===== src/rtl/gpio_irq_pkg.sv =====
package gpio_irq_pkg;
   // register offsets on the port bus
   localparam int unsigned OFS_MODE = 0;
   localparam int unsigned OFS_POL  = 1;
   localparam int unsigned OFS_EN   = 2;
   localparam int unsigned OFS_DBEN = 3;
   localparam int unsigned OFS_ACK  = 4;
   localparam int unsigned OFS_RAW  = 5;
   localparam int unsigned OFS_MSK  = 6;
   localparam int unsigned OFS_LAST = 6;
endpackage


===== src/rtl/gpio_sync.sv =====
module gpio_sync #(
   parameter int W      = 8,
   parameter int STAGES = 2
) (
   input  logic         clk,
   input  logic         rst_n,
   input  logic [W-1:0] d_i,
   output logic [W-1:0] q_o
);
   if (STAGES < 2) begin : g_bad_stages
      $error("gpio_sync: STAGES must be at least 2");
   end

   logic [STAGES-1:0][W-1:0] chain_q;

   always_ff @(posedge clk or negedge rst_n) begin
      if (!rst_n) begin
         chain_q <= '0;
      end else begin
         chain_q[0] <= d_i;
         for (int s = 1; s < STAGES; s++) begin
            chain_q[s] <= chain_q[s-1];
         end
      end
   end

   assign q_o = chain_q[STAGES-1];
endmodule


===== src/rtl/gpio_debounce.sv =====
module gpio_debounce #(
   parameter int W     = 8,
   parameter int TICKS = 4
) (
   input  logic         clk,
   input  logic         rst_n,
   input  logic [W-1:0] d_i,
   output logic [W-1:0] q_o
);
   if (TICKS < 1) begin : g_bad_ticks
      $error("gpio_debounce: TICKS must be at least 1");
   end

   if (TICKS == 1) begin : g_direct
      // one-sample filter: plain register
      always_ff @(posedge clk or negedge rst_n) begin
         if (!rst_n) q_o <= '0;
         else        q_o <= d_i;
      end
   end else begin : g_filter
      localparam int CW = $clog2(TICKS);
      localparam logic [CW-1:0] LAST = CW'(TICKS - 1);

      for (genvar i = 0; i < W; i++) begin : g_pin
         logic [CW-1:0] run_q;
         logic          keep_q;

         always_ff @(posedge clk or negedge rst_n) begin
            if (!rst_n) begin
               run_q  <= '0;
               keep_q <= 1'b0;
            end else if (d_i[i] == keep_q) begin
               run_q <= '0;
            end else if (run_q == LAST) begin
               keep_q <= d_i[i];
               run_q  <= '0;
            end else begin
               run_q <= run_q + 1'b1;
            end
         end

         assign q_o[i] = keep_q;
      end
   end
endmodule


===== src/rtl/gpio_pin_status.sv =====
module gpio_pin_status #(
   parameter int W = 8
) (
   input  logic         clk,
   input  logic         rst_n,
   input  logic [W-1:0] lvl_i,
   input  logic [W-1:0] mode_i,
   input  logic [W-1:0] pol_i,
   input  logic [W-1:0] ack_i,
   output logic [W-1:0] set_o,
   output logic [W-1:0] raw_o
);
   logic [W-1:0] prev_q;
   logic [W-1:0] latch_q;
   logic [W-1:0] rise;
   logic [W-1:0] fall;

   assign rise  = lvl_i & ~prev_q;
   assign fall  = ~lvl_i & prev_q;
   assign set_o = (pol_i & rise) | (~pol_i & fall);

   always_ff @(posedge clk or negedge rst_n) begin
      if (!rst_n) begin
         prev_q  <= '0;
         latch_q <= '0;
      end else begin
         prev_q  <= lvl_i;
         // a fresh edge overrides an acknowledge in the same cycle
         latch_q <= set_o | (latch_q & ~ack_i);
      end
   end

   for (genvar i = 0; i < W; i++) begin : g_sel
      always_comb begin
         if (mode_i[i]) raw_o[i] = latch_q[i];
         else           raw_o[i] = ~(lvl_i[i] ^ pol_i[i]);
      end
   end
endmodule


===== src/rtl/gpio_irq_port.sv =====
module gpio_irq_port #(
   parameter int NPINS       = 8,
   parameter int ADDR_W      = 3,
   parameter int SYNC_STAGES = 2,
   parameter int DB_TICKS    = 4
) (
   input  logic              clk,
   input  logic              rst_n,
   input  logic              bus_wr,
   input  logic [ADDR_W-1:0] bus_addr,
   input  logic [NPINS-1:0]  bus_wdata,
   output logic [NPINS-1:0]  bus_rdata,
   input  logic [NPINS-1:0]  pins_i,
   output logic              irq_o
);
   import gpio_irq_pkg::*;

   if (NPINS < 1 || NPINS > 32) begin : g_bad_npins
      $error("gpio_irq_port: NPINS out of range 1..32");
   end
   if ((1 << ADDR_W) <= OFS_LAST) begin : g_bad_addr
      $error("gpio_irq_port: ADDR_W too small for register map");
   end

   localparam logic [ADDR_W-1:0] A_MODE = ADDR_W'(OFS_MODE);
   localparam logic [ADDR_W-1:0] A_POL  = ADDR_W'(OFS_POL);
   localparam logic [ADDR_W-1:0] A_EN   = ADDR_W'(OFS_EN);
   localparam logic [ADDR_W-1:0] A_DBEN = ADDR_W'(OFS_DBEN);
   localparam logic [ADDR_W-1:0] A_ACK  = ADDR_W'(OFS_ACK);
   localparam logic [ADDR_W-1:0] A_RAW  = ADDR_W'(OFS_RAW);
   localparam logic [ADDR_W-1:0] A_MSK  = ADDR_W'(OFS_MSK);

   logic [NPINS-1:0] type_q, pol_q, en_q, dben_q;
   logic [NPINS-1:0] sync_w, filt_w, lvl_w;
   logic [NPINS-1:0] eoi_clr, edge_set, raw_st, msk_st;

   always_ff @(posedge clk or negedge rst_n) begin
      if (!rst_n) begin
         type_q <= '0;
         pol_q  <= '1;
         en_q   <= '0;
         dben_q <= '0;
      end else if (bus_wr) begin
         case (bus_addr)
            A_MODE:  type_q <= bus_wdata;
            A_POL:   pol_q  <= bus_wdata;
            A_EN:    en_q   <= bus_wdata;
            A_DBEN:  dben_q <= bus_wdata;
            default: ;
         endcase
      end
   end

   assign eoi_clr = (bus_wr && bus_addr == A_ACK) ? bus_wdata : '0;

   gpio_sync #(.W(NPINS), .STAGES(SYNC_STAGES)) u_sync (
      .clk(clk), .rst_n(rst_n), .d_i(pins_i), .q_o(sync_w)
   );

   gpio_debounce #(.W(NPINS), .TICKS(DB_TICKS)) u_deb (
      .clk(clk), .rst_n(rst_n), .d_i(sync_w), .q_o(filt_w)
   );

   assign lvl_w = (dben_q & filt_w) | (~dben_q & sync_w);

   gpio_pin_status #(.W(NPINS)) u_stat (
      .clk(clk), .rst_n(rst_n), .lvl_i(lvl_w), .mode_i(type_q),
      .pol_i(pol_q), .ack_i(eoi_clr), .set_o(edge_set), .raw_o(raw_st)
   );

   assign msk_st = raw_st & en_q;
   assign irq_o  = |msk_st;

   always_comb begin
      case (bus_addr)
         A_MODE:  bus_rdata = type_q;
         A_POL:   bus_rdata = pol_q;
         A_EN:    bus_rdata = en_q;
         A_DBEN:  bus_rdata = dben_q;
         A_RAW:   bus_rdata = raw_st;
         A_MSK:   bus_rdata = msk_st;
         default: bus_rdata = '0;
      endcase
   end
endmodule


===== config.mk =====
export PLATFORM = sky130hd
export DESIGN_NAME = gpio_irq_port
export DESIGN_NICKNAME = d
export VERILOG_FILES = /design/src/rtl/gpio_irq_pkg.sv /design/src/rtl/gpio_sync.sv /design/src/rtl/gpio_debounce.sv /design/src/rtl/gpio_pin_status.sv /design/src/rtl/gpio_irq_port.sv
export SDC_FILE = /design/constraint.sdc
export NUM_CORES = 1
export LEC_CHECK = 0
export BUFFER_PORTS_ARGS = -buffer_cell sky130_fd_sc_hd__buf_2
export CORE_ASPECT_RATIO = 1.4
export CORE_MARGIN = 2
export CORE_UTILIZATION = 48
export CTS_CLUSTER_DIAMETER = 200
export DETAILED_ROUTE_END_ITERATION = 10
export HOLD_SLACK_MARGIN = 0.12
export PLACE_DENSITY = 0.74
export SYNTH_ARGS = -nofsm -noshare
export SYNTH_HDL_FRONTEND = slang
export SYNTH_SLANG_ARGS = --single-unit

===== constraint.sdc =====
create_clock -name clk -period 1.76 [get_ports clk]
set_input_delay 0.176 -clock clk [delete_from_list [all_inputs] [get_ports clk]]
set_output_delay 0.176 -clock clk [all_outputs]
set_load 0.05 [all_outputs]

-- Yosys cells after proc, flatten, opt, wreduce, memory -nomap -nowiden
Index checks and enable logic that the tools add are counted.
- equal/unequal tests: 22
- reductions and logical operators: 15
- mux-type cells: 26
- bitwise gates (word level): 40
- $add $sub $neg: 8
- operators by type and width (operator ; number):
    8-bit bitwise AND ; 8
    8-bit case mux with 6 select lines ; 1
    8-bit inverter ; 5
    2-bit two-way mux ; 16
    8-bit bitwise OR ; 3
    2-bit AND reduction ; 12
    2-bit by 1-bit adder with 2-bit output, second input constant ; 8
    2-bit equality test, second input constant ; 8
    1-bit inverter ; 16
    3-bit equality test, second input constant ; 3
    1-bit equality test ; 8
    1-bit two-way mux ; 8
    8-bit two-way mux ; 1
    8-bit OR reduction ; 1
    1-bit bitwise XOR ; 8
    3-bit by 2-bit equality test with 1-bit output, second input constant ; 2
    3-bit by 1-bit equality test with 1-bit output, second input constant ; 1
    3-bit logical NOT ; 1
    1-bit logical AND ; 1
- register bits after elaboration: 88
- output and inout bits: 9

-- Longest topological paths before layout
- depth in word-level cells: 8
- mapped depth: 6
- mapped depth without buffers: 5

-- By module
A second synthesis with hierarchy kept.
- cell total of the unflattened synthesis: 328
- area total of the unflattened synthesis: 4181.5 um^2
- modules (own cells, without submodules) (module ; seq. area each (um^2) ; instances ; cells each ; area an instance (um^2)):
    gpio_irq_port ; 810.8 ; 1 ; 152 ; 1811.7
    gpio_debounce ; 600.6 ; 1 ; 72 ; 1053.5
    gpio_pin_status ; 400.4 ; 1 ; 80 ; 855.8
    gpio_sync ; 400.4 ; 1 ; 24 ; 460.4

-- Worst setup path after synthesis
No wires, ideal clock.
- path kind: register to output
- start: reg dben_q[7]
- end: out bus_rdata[7]
- path buffers: 0
- setup slack: -0.711 ns
- arrival time: 2.295 ns
- stages on the path, launching flop included: 4
- cells stage by stage: dfrtp_1 mux2i_1 mux2_2 o32ai_1
- longest elaborated chain between the ends: 8
- elaborated cells on any way between the ends: 9
- those cells by class: 2 x mux; 7 x bitwise
- RTL lines (item ; line ; source):
    start, declared ; gpio_irq_port.sv:33 ; logic [NPINS-1:0] type_q, pol_q, en_q, dben_q;
    start signal, assigned ; gpio_irq_port.sv:48 ; A_DBEN: dben_q <= bus_wdata;
    8-bit inverter ; gpio_irq_port.sv:64 ; assign lvl_w = (dben_q & filt_w) | (~dben_q & sync_w);
    8-bit bitwise AND ; gpio_irq_port.sv:64 ;
    8-bit bitwise OR ; gpio_irq_port.sv:64 ;
    1-bit bitwise XOR ; gpio_pin_status.sv:36 ; else raw_o[i] = ~(lvl_i[i] ^ pol_i[i]);
    1-bit inverter ; gpio_pin_status.sv:36 ;
    1-bit two-way mux ; gpio_pin_status.sv:35 ; if (mode_i[i]) raw_o[i] = latch_q[i];
    8-bit bitwise AND ; gpio_irq_port.sv:71 ; assign msk_st = raw_st & en_q;
    8-bit case mux with 6 select lines (*) ; gpio_irq_port.sv:75 ; case (bus_addr)
    end, declared ; gpio_irq_port.sv:12 ; output logic [NPINS-1:0] bus_rdata,
Every way passes the cells marked *; elsewhere a longest branch is shown, timed or not.

-- Worst setup path in the final report
- start: reg dben_q[0]
- end: out irq_o
- longest elaborated chain between the ends: 8
- elaborated cells on any way between the ends: 9
- those cells by class: 1 x mux; 7 x bitwise; 1 x reduce/logical
- RTL lines (item ; line ; source):
    8-bit inverter ; gpio_irq_port.sv:64 ;
    8-bit bitwise AND ; gpio_irq_port.sv:64 ;
    8-bit bitwise OR (*) ; gpio_irq_port.sv:64 ;
    named net lvl_w[0] ; gpio_irq_port.sv:34 ; logic [NPINS-1:0] sync_w, filt_w, lvl_w;
    1-bit bitwise XOR (*) ; gpio_pin_status.sv:36 ;
    1-bit inverter (*) ; gpio_pin_status.sv:36 ;
    1-bit two-way mux (*) ; gpio_pin_status.sv:35 ;
    8-bit bitwise AND (*) ; gpio_irq_port.sv:71 ;
    8-bit OR reduction (*) ; gpio_irq_port.sv:72 ; assign irq_o = |msk_st;
    end, declared ; gpio_irq_port.sv:14 ; output logic irq_o
Mark *: on every way through the listed nets, which the timed path passes. The rest lies on a longest branch.

==> impl_results.md <==
- Status: finished with violations
- Failing checks: negative setup slack
- Max Freq: about 450 MHz
- GRT overflow: 0
- Drt wl/cell: about 16 µm
- Area delta synth->final: 34.1%
- Max H-tree Level: 3
- Post-synth ARST share: 1.00
- Clock buffer count from CTS: 9
- Worst-path clk slew: around 60 ps
- Clock sinks: between 80 and 90
- Skew final: roughly 6 ps
- Final setup fails: 9
- Unrepaired setup endpoints after global routing: yes
- Root buf cell: clkbuf_16
- DRC Markers: 0
- Port bufs: 30
- Critical Path Sink Type: primary output
- Most frequent cells in the layout: dfrtp_1 (80), buf_4 (50), mux2_2 (36)
- First-pass iteration count of the detailed router: 4
- CP required: 1580 ps
- Final worst slack: -459 ps
- Dominant register cell in the synthesized netlist: dfrtp_1
- Launching point of the worst reg2reg path: dben_q[7]
- Post-route ant nets: 0
- Max cap viols: 0
- Layout cells sized above 1: 0.460
- Synth Register Bits: ~90
- Core area: between 8000 and 9000 µm²
- Final min period: 2220 ps
- Slew Limit Fails: 0
- Largest net degree at the start of global routing: 44
- Initial antenna violation count: 0
- Die area: approximately 9000 µm²
- Leakage Power: ~2.3 nW
- Ant. Diodes: 0
- Rel. slew slack: 0.687
- Filler cells: 598
- Fin. Hold Viols: 0
- Critical Path Source: dben_q[0]
- Net Count, Synth: around 330
- DR iter-0 viols: between 100 and 150
- Clk_lat worst skew: about 340 ps
- RD Place Congestion: between 0.7 and 0.8
- Global-route wire length before repair: 13.8 mm
- Period utilisation layout: 1.26
- Type of origin of the critical path: flop
- Vias per cell: 5.34
- Post-synth cell types: 34
- Reg2reg setup slack: 420 ps
- Crit path kind: flop to primary output
- Slew @ Worst Pin: between 400 and 500 ps
- Hold Slack: 140 ps
- Yosys Warn Count: 0
- Post-synth EDFFs: 0
- Post-synthesis cell area: around 3900 µm²
- Setup TNS Final: -2060 ps
- Min-delay src: bus_wdata[6]
- I/O Pins: 31
- Die height: about 110 µm
- Sequential area share after synthesis: 0.564
- Placed wire-length estimate: between 5 and 6 mm
- Tot GR Track Use: 0.207
- # rows: 39
- Leading cell type in the layout, fill and taps excluded: dfrtp_1
- CP arrival: slightly above 2000 ps
- Mapped Cells: about 300
- Via count: between 2000 and 3000
- Peak supply drop: between 0.6 and 0.7 mV
- TritonCTS clock tree: built
- Vias in the first global route: 2890
- Effective utilization at floorplan: 0.487
- Routed wire length: around 8 mm
- Longest Clk Path Bufs: 2
- Die X: around 80 µm
- CP Max Fanout: 2
- Nets: around 430
- Mapped Avg Cell Area: between 10 and 15 µm²
- Power density cells: around 1400 nW/µm²
- Worst Hold Class: primary input to flop
==> sequential cells by signal (all words and copies together) (netlist names) <==
signal / count
type_q: 8
dben_q: 8
u_stat.latch_q: 8
u_deb.g_filter.g_pin.run_q: 16
pol_q: 8
u_sync.q_o: 8
u_stat.prev_q: 8
en_q: 8
u_deb.g_filter.g_pin.keep_q: 8
u_sync.chain_q: 8
==> repair_timing <==
| action | in CTS | in global routing |
|---|---|---|
| pin swaps | 10 | 2 |
| hold buffers | 13 | 0 |
| endpoints found under the hold margin | 46 | 0 |
| resized for setup | 47 | 2 |
| setup endpoints to repair | 9 | 9 |
| setup buffers | 6 | 0 |
==> worst paths after layout <==
kind	end	depth (start not counted)
hold reg to reg	u_sync.q_o[2]	0
min in group asynchronous	u_sync.chain_q[6]	2
hold / removal	dben_q[6]	2
setup reg to reg	u_stat.latch_q[7]	5
setup / recovery	irq_o	6
max in group asynchronous	pol_q[5]	3
==> critical path, cell delays in order, from the launching register on <==
cell and delay (ps):
dfrtp_1 390, mux2_4 310, xnor2_1 130, mux2_4 290, a221oi_4 320, nand3_4 110, buf_6 160
==> final cells by class <==
cell class | count | area, µm² | area share
flip-flops and latches | 88 | 2210 | 0.421
multi-input cells | 190 | 1840 | 0.351
repair buffers | 93 | 727 | 0.138
clock buffers | 12 | 246 | 0.0469
well taps | 102 | 128 | 0.0243
clock inverters | 4 | 53.8 | 0.0102
inverters | 13 | 48.8 | 0.00928
==> kinds of logic (layout without fill, tap and decap cells) <==
family | Yosys count | count (layout) | share of synthesized area
adders and majority gates | 8 | 8 | 0.0255
and+or+nand+nor | 72 | 72 | 0.0976
muxes | 58 | 58 | 0.191
xor gates and xnor gates | 12 | 12 | 0.0268
AOI/OAI and AO/OA | 40 | 40 | 0.0721
buffers and inverters | 20 | 122 | 0.0227
DFF | 88 | 88 | 0.564
==> layer usage <==
metal  part of all wire  vias up  global-route usage  routed length [µm]
met4              0.030        0               0.107                 242
met5                  0        -                   0                   0
li1                   -     1257                   -                   -
met1               0.43     1354               0.262                3430
met3              0.035       17              0.0440                 278
met2               0.51       54               0.332                4030
==> cell usage after synthesis, types with 2 or more instances <==
master / count / area [µm²]
o21ai_0: 16 / 80.1
nor2b_1: 12 / 75.1
nor3_1: 9 / 45.0
a221o_1: 8 / 80.1
xnor2_1: 12 / 105
buf_2: 2 / 10.0
nor3b_4: 2 / 37.5
mux2_2: 48 / 541
dfstp_2: 8 / 210
mux4_2: 7 / 158
o32ai_1: 4 / 35.0
nor2_1: 18 / 67.6
a21oi_1: 4 / 20.0
clkbuf_1: 2 / 7.51
ha_1: 8 / 100
inv_1: 13 / 48.8
a21o_1: 4 / 30.0
nand2_1: 21 / 78.8
dfrtp_1: 80 / 2000
nand3_1: 5 / 25.0
nor3b_1: 2 / 15.0
==> stage by stage <==
| step | setup slack, ps | instances | area, µm² | utilization | total power (W) |
|---|---|---|---|---|---|
| after floorplan | -219 | 298 | 4010 | - | 0.00435 |
| after global routing | -525 | 502 | 5260 | 0.653 | 0.00769 |
| final | -459 | 502 | 5260 | 0.653 | 0.00728 |
| after CTS | -488 | 502 | 5250 | 0.652 | 0.00730 |
| after global placement | -148 | 467 | 4600 | 0.571 | 0.00494 |
| after detailed placement | -168 | 467 | 4600 | 0.571 | 0.00503 |
==> power breakdown <==
part	switching (W)	internal [W]
Sequential	0.000369	0.00258
Combinational	0.00107	0.00134
Clock	0.000780	0.00114
Note: power is estimated with default switching activity, not from simulation.
